==> config.mk <==
export PLATFORM = sky130hd
export DESIGN_NAME = async_serial_port
export DESIGN_NICKNAME = d
export VERILOG_FILES = /design/src/rtl/asp_pkg.sv /design/src/rtl/asp_baud.sv /design/src/rtl/asp_tx.sv /design/src/rtl/asp_rx.sv /design/src/rtl/async_serial_port.sv
export SDC_FILE = /design/constraint.sdc
export NUM_CORES = 1
export LEC_CHECK = 0
export BUFFER_PORTS_ARGS = -buffer_cell sky130_fd_sc_hd__buf_2
export CAP_MARGIN = 20
export CORE_ASPECT_RATIO = 0.6
export CORE_MARGIN = 2
export CORE_UTILIZATION = 60
export DETAILED_ROUTE_END_ITERATION = 8
export PLACE_DENSITY = 0.86
export SLEW_MARGIN = 20
export SYNTH_ARGS = -nofsm -noshare
export SYNTH_HDL_FRONTEND = slang
export SYNTH_HIERARCHICAL = 1
export SYNTH_SLANG_ARGS = --single-unit
==> constraint.sdc <==
create_clock -name clk_i -period 3.75 [get_ports clk_i]
set_input_delay 1.125 -clock clk_i [delete_from_list [all_inputs] [get_ports clk_i]]
set_output_delay 1.125 -clock clk_i [all_outputs]
set_load 0.01 [all_outputs]
==> src/rtl/asp_pkg.sv <==
package asp_pkg;

    localparam int OVS   = 16;
    localparam int OVS_W = $clog2(OVS);

    // frame format, low nibble of the control byte
    typedef struct packed {
        logic par_odd;
        logic par_en;
        logic stop2;
        logic len8;
    } frame_cfg_t;

    // full control byte
    typedef struct packed {
        logic       frc_ovr;
        logic       frc_frm;
        logic       frc_par;
        logic       loop;
        frame_cfg_t fmt;
    } ctrl_t;

    typedef enum logic [1:0] {
        REG_DATA = 2'd0,
        REG_STAT = 2'd1,
        REG_CTRL = 2'd2,
        REG_DIV  = 2'd3
    } reg_addr_e;

    typedef enum logic [2:0] {
        TX_IDLE, TX_START, TX_DATA, TX_PAR, TX_STOP
    } tx_state_e;

    typedef enum logic [2:0] {
        RX_WAITHI, RX_IDLE, RX_START, RX_DATA, RX_PAR, RX_STOP
    } rx_state_e;

    function automatic logic parity_of(input logic [7:0] d, input frame_cfg_t c);
        logic p;
        p = ^(c.len8 ? d : {1'b0, d[6:0]});
        return p ^ c.par_odd;
    endfunction

    function automatic logic [2:0] last_bit(input frame_cfg_t c);
        return c.len8 ? 3'd7 : 3'd6;
    endfunction

endpackage

==> src/rtl/asp_baud.sv <==
module asp_baud #(
    parameter int DIV_W = 8
) (
    input  logic             clk_i,
    input  logic             rst_i,
    input  logic             halt_i,
    input  logic [DIV_W-1:0] reload_i,
    output logic             tick_o
);
    logic [DIV_W-1:0] cnt_q;

    assign tick_o = !halt_i && (cnt_q == '0);

    always_ff @(posedge clk_i) begin
        if (rst_i) begin
            cnt_q <= '0;
        end else if (!halt_i) begin
            if (cnt_q == '0) cnt_q <= reload_i;
            else             cnt_q <= cnt_q - 1'b1;
        end
    end
endmodule

==> src/rtl/asp_tx.sv <==
module asp_tx
    import asp_pkg::*;
(
    input  logic       clk_i,
    input  logic       rst_i,
    input  logic       tick_i,
    input  frame_cfg_t cfg_i,
    input  logic       frc_par_i,
    input  logic       frc_frm_i,
    input  logic       load_req_i,
    input  logic [7:0] data_i,
    output logic       take_o,
    output logic       busy_o,
    output logic       line_o
);
    tx_state_e        state_q;
    logic [OVS_W-1:0] sub_q;
    logic [2:0]       idx_q;
    logic             second_q;
    logic [7:0]       sh_q;
    frame_cfg_t       cfg_q;
    logic             fpar_q;
    logic             ffrm_q;
    logic             line_q;

    assign take_o = tick_i && (state_q == TX_IDLE) && load_req_i;
    assign busy_o = (state_q != TX_IDLE);
    assign line_o = line_q;

    always_ff @(posedge clk_i) begin
        if (rst_i) begin
            state_q  <= TX_IDLE;
            sub_q    <= '0;
            idx_q    <= '0;
            second_q <= 1'b0;
            sh_q     <= '0;
            cfg_q    <= '0;
            fpar_q   <= 1'b0;
            ffrm_q   <= 1'b0;
            line_q   <= 1'b1;
        end else if (tick_i) begin
            if (state_q == TX_IDLE) begin
                if (load_req_i) begin
                    sh_q    <= data_i;
                    cfg_q   <= cfg_i;
                    fpar_q  <= frc_par_i;
                    ffrm_q  <= frc_frm_i;
                    sub_q   <= '0;
                    line_q  <= 1'b0;
                    state_q <= TX_START;
                end
            end else begin
                sub_q <= sub_q + 1'b1;
                if (sub_q == OVS_W'(OVS - 1)) begin
                    sub_q <= '0;
                    case (state_q)
                        TX_START: begin
                            state_q <= TX_DATA;
                            idx_q   <= '0;
                            line_q  <= sh_q[0];
                        end
                        TX_DATA: begin
                            if (idx_q == last_bit(cfg_q)) begin
                                if (cfg_q.par_en) begin
                                    state_q <= TX_PAR;
                                    line_q  <= parity_of(sh_q, cfg_q) ^ fpar_q;
                                end else begin
                                    state_q  <= TX_STOP;
                                    second_q <= 1'b0;
                                    line_q   <= ~ffrm_q;
                                end
                            end else begin
                                idx_q  <= idx_q + 3'd1;
                                line_q <= sh_q[idx_q + 3'd1];
                            end
                        end
                        TX_PAR: begin
                            state_q  <= TX_STOP;
                            second_q <= 1'b0;
                            line_q   <= ~ffrm_q;
                        end
                        default: begin
                            if (cfg_q.stop2 && !second_q) begin
                                second_q <= 1'b1;
                            end else begin
                                state_q <= TX_IDLE;
                                line_q  <= 1'b1;
                            end
                        end
                    endcase
                end
            end
        end
    end
endmodule

==> src/rtl/asp_rx.sv <==
module asp_rx
    import asp_pkg::*;
(
    input  logic       clk_i,
    input  logic       rst_i,
    input  logic       tick_i,
    input  logic       line_i,
    input  frame_cfg_t cfg_i,
    output logic       done_o,
    output logic [7:0] data_o,
    output logic       perr_o,
    output logic       ferr_o
);
    logic             s1_q, s2_q;
    rx_state_e        state_q;
    logic [OVS_W-1:0] sub_q;
    logic [2:0]       idx_q;
    logic             second_q;
    logic [7:0]       sh_q;
    frame_cfg_t       cfg_q;
    logic             perr_q, ferr_q, done_q;

    assign done_o = done_q;
    assign data_o = sh_q;
    assign perr_o = perr_q;
    assign ferr_o = ferr_q;

    always_ff @(posedge clk_i) begin
        if (rst_i) begin
            s1_q <= 1'b1;
            s2_q <= 1'b1;
        end else begin
            s1_q <= line_i;
            s2_q <= s1_q;
        end
    end

    always_ff @(posedge clk_i) begin
        if (rst_i) begin
            state_q  <= RX_WAITHI;
            sub_q    <= '0;
            idx_q    <= '0;
            second_q <= 1'b0;
            sh_q     <= '0;
            cfg_q    <= '0;
            perr_q   <= 1'b0;
            ferr_q   <= 1'b0;
            done_q   <= 1'b0;
        end else begin
            done_q <= 1'b0;
            if (tick_i) begin
                sub_q <= sub_q + 1'b1;
                case (state_q)
                    RX_WAITHI: if (s2_q) state_q <= RX_IDLE;
                    RX_IDLE: begin
                        if (!s2_q) begin
                            state_q <= RX_START;
                            sub_q   <= '0;
                        end
                    end
                    RX_START: begin
                        if (sub_q == OVS_W'(OVS / 2 - 1)) begin
                            sub_q <= '0;
                            if (!s2_q) begin
                                state_q <= RX_DATA;
                                idx_q   <= '0;
                                sh_q    <= '0;
                                cfg_q   <= cfg_i;
                                perr_q  <= 1'b0;
                                ferr_q  <= 1'b0;
                            end else begin
                                state_q <= RX_IDLE;
                            end
                        end
                    end
                    RX_DATA: begin
                        if (sub_q == OVS_W'(OVS - 1)) begin
                            sh_q[idx_q] <= s2_q;
                            if (idx_q == last_bit(cfg_q)) begin
                                state_q  <= cfg_q.par_en ? RX_PAR : RX_STOP;
                                second_q <= 1'b0;
                            end else begin
                                idx_q <= idx_q + 3'd1;
                            end
                        end
                    end
                    RX_PAR: begin
                        if (sub_q == OVS_W'(OVS - 1)) begin
                            perr_q  <= s2_q ^ parity_of(sh_q, cfg_q);
                            state_q <= RX_STOP;
                        end
                    end
                    default: begin
                        if (sub_q == OVS_W'(OVS - 1)) begin
                            ferr_q <= ferr_q | !s2_q;
                            if (cfg_q.stop2 && !second_q) begin
                                second_q <= 1'b1;
                            end else begin
                                done_q  <= 1'b1;
                                state_q <= RX_WAITHI;
                            end
                        end
                    end
                endcase
            end
        end
    end
endmodule

==> src/rtl/async_serial_port.sv <==
module async_serial_port
    import asp_pkg::*;
#(
    parameter int               DIV_W     = 8,
    parameter logic [DIV_W-1:0] RESET_DIV = DIV_W'(1)
) (
    input  logic       clk_i,
    input  logic       rst_i,
    input  logic       halt_i,
    input  logic       wr_en_i,
    input  logic       rd_en_i,
    input  logic [1:0] addr_i,
    input  logic [7:0] wdata_i,
    output logic [7:0] rdata_o,
    output logic       txd_o,
    input  logic       rxd_i
);
    ctrl_t            ctrl_q;
    logic [DIV_W-1:0] div_q;
    logic [7:0]       thr_q;
    logic             thr_full;
    logic [7:0]       rx_data_q;
    logic             rx_full, perr_q, ferr_q, ovr_q;

    logic       tick, take, tx_busy, tx_line;
    logic       rx_done, rx_perr, rx_ferr;
    logic [7:0] rx_data;

    reg_addr_e addr;
    assign addr = reg_addr_e'(addr_i);

    logic data_wr, data_rd, stat_rd, blocked, accept, ovr_event;
    assign data_wr   = wr_en_i && addr == REG_DATA;
    assign data_rd   = rd_en_i && addr == REG_DATA;
    assign stat_rd   = rd_en_i && addr == REG_STAT;
    assign blocked   = (rx_full && !data_rd) || (ctrl_q.loop && ctrl_q.frc_ovr);
    assign accept    = rx_done && !blocked;
    assign ovr_event = rx_done && blocked;

    asp_baud #(.DIV_W(DIV_W)) u_baud (
        .clk_i(clk_i), .rst_i(rst_i), .halt_i(halt_i),
        .reload_i(div_q), .tick_o(tick)
    );

    asp_tx u_tx (
        .clk_i(clk_i), .rst_i(rst_i), .tick_i(tick), .cfg_i(ctrl_q.fmt),
        .frc_par_i(ctrl_q.loop && ctrl_q.frc_par),
        .frc_frm_i(ctrl_q.loop && ctrl_q.frc_frm),
        .load_req_i(thr_full), .data_i(thr_q),
        .take_o(take), .busy_o(tx_busy), .line_o(tx_line)
    );

    asp_rx u_rx (
        .clk_i(clk_i), .rst_i(rst_i), .tick_i(tick),
        .line_i(ctrl_q.loop ? tx_line : rxd_i), .cfg_i(ctrl_q.fmt),
        .done_o(rx_done), .data_o(rx_data), .perr_o(rx_perr), .ferr_o(rx_ferr)
    );

    assign txd_o = ctrl_q.loop ? 1'b1 : tx_line;

    always_ff @(posedge clk_i) begin
        if (rst_i) begin
            ctrl_q    <= '0;
            div_q     <= RESET_DIV;
            thr_q     <= '0;
            thr_full  <= 1'b0;
            rx_data_q <= '0;
            rx_full   <= 1'b0;
            perr_q    <= 1'b0;
            ferr_q    <= 1'b0;
            ovr_q     <= 1'b0;
        end else begin
            if (wr_en_i && addr == REG_CTRL) ctrl_q <= ctrl_t'(wdata_i);
            if (wr_en_i && addr == REG_DIV)  div_q  <= DIV_W'(wdata_i);
            if (data_wr) begin
                thr_q    <= wdata_i;
                thr_full <= 1'b1;
            end else if (take) begin
                thr_full <= 1'b0;
            end
            rx_full <= accept | (rx_full & ~data_rd);
            if (accept) rx_data_q <= rx_data;
            if (stat_rd) begin
                perr_q <= 1'b0;
                ferr_q <= 1'b0;
                ovr_q  <= 1'b0;
            end
            if (accept && rx_perr) perr_q <= 1'b1;
            if (accept && rx_ferr) ferr_q <= 1'b1;
            if (ovr_event)         ovr_q  <= 1'b1;
        end
    end

    logic [7:0] status;
    assign status = {2'b00, ~tx_busy & ~thr_full, ~thr_full, ovr_q, ferr_q, perr_q, rx_full};

    always_comb begin
        case (addr)
            REG_DATA: rdata_o = rx_data_q;
            REG_STAT: rdata_o = status;
            REG_CTRL: rdata_o = ctrl_q;
            default:  rdata_o = 8'(div_q);
        endcase
    end
endmodule

# Word level (Yosys, flattened, before mapping)
# Cells that the tools add are included.
[word_totals] regBits=99 inputBits=16 output_inout_bits=9 wordCells=238
[classes] addsub=5 order_cmp=3 eq_ne=30 mux=77 bitwise=19 n_reduce_logical=61
[op_table] op="3-bit two-way mux" count=19
[op_table] op="8-bit two-way mux" count=6
[op_table] op="1-bit two-way mux" count=31
[op_table] op="5-bit AND reduction" count=6
[op_table] op="8-bit one-hot mux with 3 select lines" count=1
[op_table] op="4-bit two-way mux" count=5
[op_table] op="2-bit nonzero test" count=10
[op_table] op="1-bit logical AND" count=19
[op_table] op="8-bit one-hot mux with 2 select lines" count=1
[op_table] op="8-bit parity" count=2
[op_table] op="3-bit one-hot mux with 5 select lines" count=1
[op_table] op="3-bit by 2-bit == test with 1-bit output, second input constant" count=4
[op_table] op="2-bit by 1-bit != test with 1-bit output, second input constant" count=6
[op_table] op="2-bit != test, second input constant" count=6
[op_table] op="3-bit one-hot mux with 2 select lines" count=2
[op_table] op="1-bit inverter" count=11
[op_table] op="3-bit one-hot mux with 3 select lines" count=1
[op_table] op="9-bit AND reduction" count=1
[op_table] op="4-bit by 1-bit adder with 4-bit output, second input constant" count=2
[op_table] op="8-bit bitwise mux" count=1
[op_table] op="4-bit == test, second input constant" count=2
[op_table] op="8-bit logical NOT" count=1
[op_table] op="3-bit by 4-bit < comparator with 1-bit output, second input constant" count=2
[op_table] op="4-bit one-hot mux with 2 select lines" count=1
[op_table] op="other kinds (33)" count=54

# Logic depth before layout (Yosys ltp)
[depth] ltp_word=9 ltp_mapped=11 ltp_nobuf=8

# By module
# The synthesis kept the hierarchy.
[modules_own_cells] module="async_serial_port" instances=1 cells_per_inst=177 area_per_inst_um2=1705.4 seq_area_each_um2=740.7
[modules_own_cells] module="asp_rx" instances=1 cells_per_inst=191 area_per_inst_um2=1569.0 seq_area_each_um2=560.5
[modules_own_cells] module="asp_tx" instances=1 cells_per_inst=149 area_per_inst_um2=1390.1 seq_area_each_um2=520.5
[modules_own_cells] module="asp_baud" instances=1 cells_per_inst=60 area_per_inst_um2=504.2 seq_area_each_um2=160.2

# Worst setup path before layout
# No wires, ideal clock.
[synth_path] path_type="input to register" start="input port halt_i" end="register u_rx.idx_q[2]" arrival_time_ns=3.350 slack_ns=0.269 stages=10 path_buffers=2 path_cell_list="clkbuf_1 -> or4_1 -> nor2b_1 -> and2_1 -> buf_2 -> nand3_1 -> a211o_4 -> a211oi_2 -> xnor2_1 -> nor3_2"
[synth_between] elab_chain_cells=3
[synth_lines] item="from (decl)" line_no="async_serial_port.sv:9" text="input logic halt_i,"
[synth_lines] item="1-bit logical NOT"
[synth_lines] item="1-bit logical AND" line_no="asp_baud.sv:12" text="assign tick_o = !halt_i && (cnt_q == '0);"
[synth_lines] item="via tick" line_no="async_serial_port.sv:25" text="logic tick, take, tx_busy, tx_line;"
[synth_lines] item="6-bit AND reduction (no source line)"
[synth_lines] item="to (signal assigned)" line_no="asp_rx.sv:83" text="idx_q <= idx_q + 3'd1;"
[synth_lines] item="to (decl)" line_no="asp_rx.sv:17" text="logic [2:0] idx_q;"
# The timed path passes the listed nets, and every way through them passes these cells.
# A chain may end at the register's enable or synchronous reset.

# Worst setup path in the final report
[layout_path] start="input port addr_i[0]" end="output port rdata_o[1]"
[layout_between] elab_chain_cells=2 elab_cells_between_ends=4 classes_between="eq/ne (2); mux (1); reduce/logical (1)"
[layout_lines] item="from (decl)" line_no="async_serial_port.sv:12" text="input logic [1:0] addr_i,"
[layout_lines] item="2-bit == test (tied with other cells)" line_no="async_serial_port.sv:98" text="case (addr)"
[layout_lines] item="8-bit one-hot mux with 3 select lines (*)" line_no="async_serial_port.sv:98"
[layout_lines] item="to (decl)" line_no="async_serial_port.sv:14" text="output logic [7:0] rdata_o,"
# Mark *: on every way between the ends. The rest lies on a longest branch, timed or not.

==> impl_metrics.toml <==
[synthesis]
synth_area_leader_cell = "dfxtp_1"
synthDistinctLibCells = 66
async_flop_share = 0
synth_compound_area_frac = 0.1690
synthMuxAreaShare = 0.1341
syn_inst = 577
postSynthAreaPerCell_um2 = 8.958
synth_top_area_frac = 0.3834
synth_nets = 599
synth-simple-area-share = 0.1970
ys_warn_count = 6
synth_area_mm2 = 0.005169
synth_fa_ha_area_frac = 0.01452
ys_seq_elements = 99
yosysSeqAreaShare = 0.3834
synth-edff-count = 0
synth_top_family_by_area = "simple AND/OR/NAND/NOR gates"
synthXorXnorAreaFrac = 0.04575
synth_flop_cell = "dfxtp_1"
synth_area_leaders = "dfxtp_1, mux2i_1, nor2_1"

[floorplan]
die_w_um = 123.8
initial_core_util = 0.6135
die_height_um = 75.90
core_area_mm2 = 0.008426
num_rows = 26
num_io_pins = 25
die-area_mm2 = 0.009397

[clock_network]
root_buffer = "clkbuf_16"
cts.repair.resized = 0
post_cts_buffers = 0
clk_path_buf_depth = 2
insertion_delay_ns = 0.36
numCtsBuffers = 9
htreeDepth = 3
clock_sinks = 99
clk_pin_slew_worst_paths_ns = 0.07
cts_tree = "done"
holdBufCountCts = 0

[place]
dp_slack_ns = 0.2054
dp_hpwl_mm = 8.791
gp_congestion = 0.8555
dpl-instance-area_mm2 = 0.005244
portBuffers = 24
dpl.cell_count = 677

[route]
route.vias.total = 4399
ant_nets = 0
wl_per_cell_um = 17.93
drtPass1Iterations = 5
wl_mm = 12.43
drcViolationCount = 0
viasPerCell = 6.348
drtIter0Drc = 390

[power_and_ir_drop]
internal_power_mw = 1.771
p_clk_frac = 0.393
switchingPower_mw = 0.6834
vdd_ir_drop_max_mv = 0.2687
powerDensity_mw_per_mm2 = 442.0
swShare = 0.2785
sequentialPowerShare = 0.472
power_leakage_nw = 2.030
power_frac_comb = 0.135

[cells_and_area]
fin_nets = 598
antenna_cells = 0
syn_to_final_growth_pct = 7.432
mostFrequentLayoutCell = "dfxtp_1"
stdcell_area_mm2 = 0.005553
final_cell_mix = "dfxtp_1, nor2_1, a21oi_1"
final_layout_size_suffix_gt1_frac = 0.1222
instances_no_fill = 693

[global_routing]
grt_max_degree = 44
antenna_found_initial = 0
grtUsageTotal = 0.2757
grt_pass1_wl_mm = 19.64
grt_pass1_vias = 3917
overflow = 0

[sta]
period_needed_ns = 3.290
worstMarginPinSlew_ns = 0.8990
rsz0062_at_grt = "false"
max_freq_ghz = 0.3039
worst_slack_ns = 0.4599
fin_skew_ns = 0.007918
max_slew_margin = 0.3998
fin_crit_sh = 0.8774
setup_tns_ns = 0
hold-worst-slack_ns = 0.4282
setup_viol = 0
final-hold-violation-count = 0
slew_violations = 0

[run_status]
status = "finished clean"

[worst_setup_path]
ff2ff_setup_slack_ns = 1.09
critPathMaxFanout = 16
crit_type = "input port to primary output"
crit_start = "addr_i[0]"
rr_endpoint = "u_rx/cfg_q[2]"
r2r-start = "u_baud/cnt_q[4]"
cp.required_ns = 2.62
start_kind = "input port"
worst_r2r_path_depth = 7
crit_path_end_kind = "primary output"
endpoint = "rdata_o[1]"
cp.arrival_ns = 2.17

[hold_path]
min_from = "u_rx/s1_q"
hp-class = "flop to flop"

[job]
cap_violations = 0
-- logic make-up (layout without fill, tap and decap cells) --
kind of cell | Yosys count | in the layout
AND/OR/NAND/NOR | 197 | 197
AO/OA/AOI/OAI | 132 | 132
buffers and inverters | 59 | 63
adder cells (fa/ha/maj) | 6 | 6
XOR/XNOR | 27 | 27
multiplexers | 57 | 57
flip-flops | 99 | 99
-- synthesized netlist by cell type (all sizes together) (9+ instances only) --
| master | instances |
|---|---|
| a21oi | 45 |
| nor2 | 64 |
| dfxtp | 99 |
| o21ai | 24 |
| o31ai | 9 |
| nor3 | 13 |
| o211ai | 12 |
| nor2b | 13 |
| xnor2 | 20 |
| inv | 18 |
| nand2 | 42 |
| buf | 21 |
| nand3 | 13 |
| mux2i | 43 |
| clkbuf | 20 |
-- cell type report --
cell class	count	area [µm²]
clock buffers	9	225.2
clock inverters	7	83.83
fillers	661	2873
inverters	18	67.56
multi-input cells	419	2897
flip-flops and latches	99	1982
well taps	112	140.1
repair buffers	29	157.7
-- layer usage --
| metal | vias to the layer above | track usage | routed length [µm] |
|---|---|---|---|
| li1 | 2068 | - | - |
| met1 | 2133 | 0.3903 | 5641 |
| met2 | 177 | 0.4133 | 5620 |
| met3 | 21 | 0.07111 | 975 |
| met4 | 0 | 0.09091 | 187 |
| met5 | - | 0 | 0 |
-- critical path: stages --
cell and delay [ns]:
buf_2 0.29, mux4_1 0.59, buf_2 0.15
-- registers in the layout, summed over array words and instances (netlist names), 3 cells and up --
register and count:
u_tx/idx_q 3, thr_q 8, u_rx/idx_q 3, u_tx/sh_q 8, div_q 8, u_tx/sub_q 4, u_tx/cfg_q 4, rx_data_q 8
u_tx/state_q 3, u_baud/cnt_q 8, u_rx/state_q 3, u_rx/sub_q 4, ctrl_q 8, u_rx/data_o 8, u_rx/cfg_q 4
-- power by group through the flow --
stage | combinational, mW | sequential, mW | clock, mW
after floorplan | 0.287 | 1.14 | 0
after global placement | 0.306 | 1.17 | 0
after detailed placement | 0.322 | 1.18 | 0
after CTS | 0.325 | 1.16 | 0.980
after global routing | 0.361 | 1.17 | 1.03
final | 0.331 | 1.16 | 0.965
-- how the worst min path moves through the flow --
| stage | to | slack (ns) | cells after the start |
|---|---|---|---|
| 2_1_floorplan | u_rx/s2_q | 0.39 | 1 |
| 3_3_place_gp | u_rx/s2_q | 0.40 | 1 |
| 3_5_place_dp | u_rx/s2_q | 0.40 | 1 |
| 4_1_cts | u_rx/s2_q | 0.43 | 1 |
| 5_1_grt | u_rx/s2_q | 0.45 | 1 |
| 6_report | u_rx/s2_q | 0.43 | 1 |
-- per-stage QoR --
stage	power [mW]	utilization
floorplan	1.424	-
global placement	1.480	0.6224
detailed placement	1.500	0.6224
CTS	2.460	0.6590
global route	2.559	0.6590
finish	2.454	0.6590
Power figures use the tool's default switching activity.
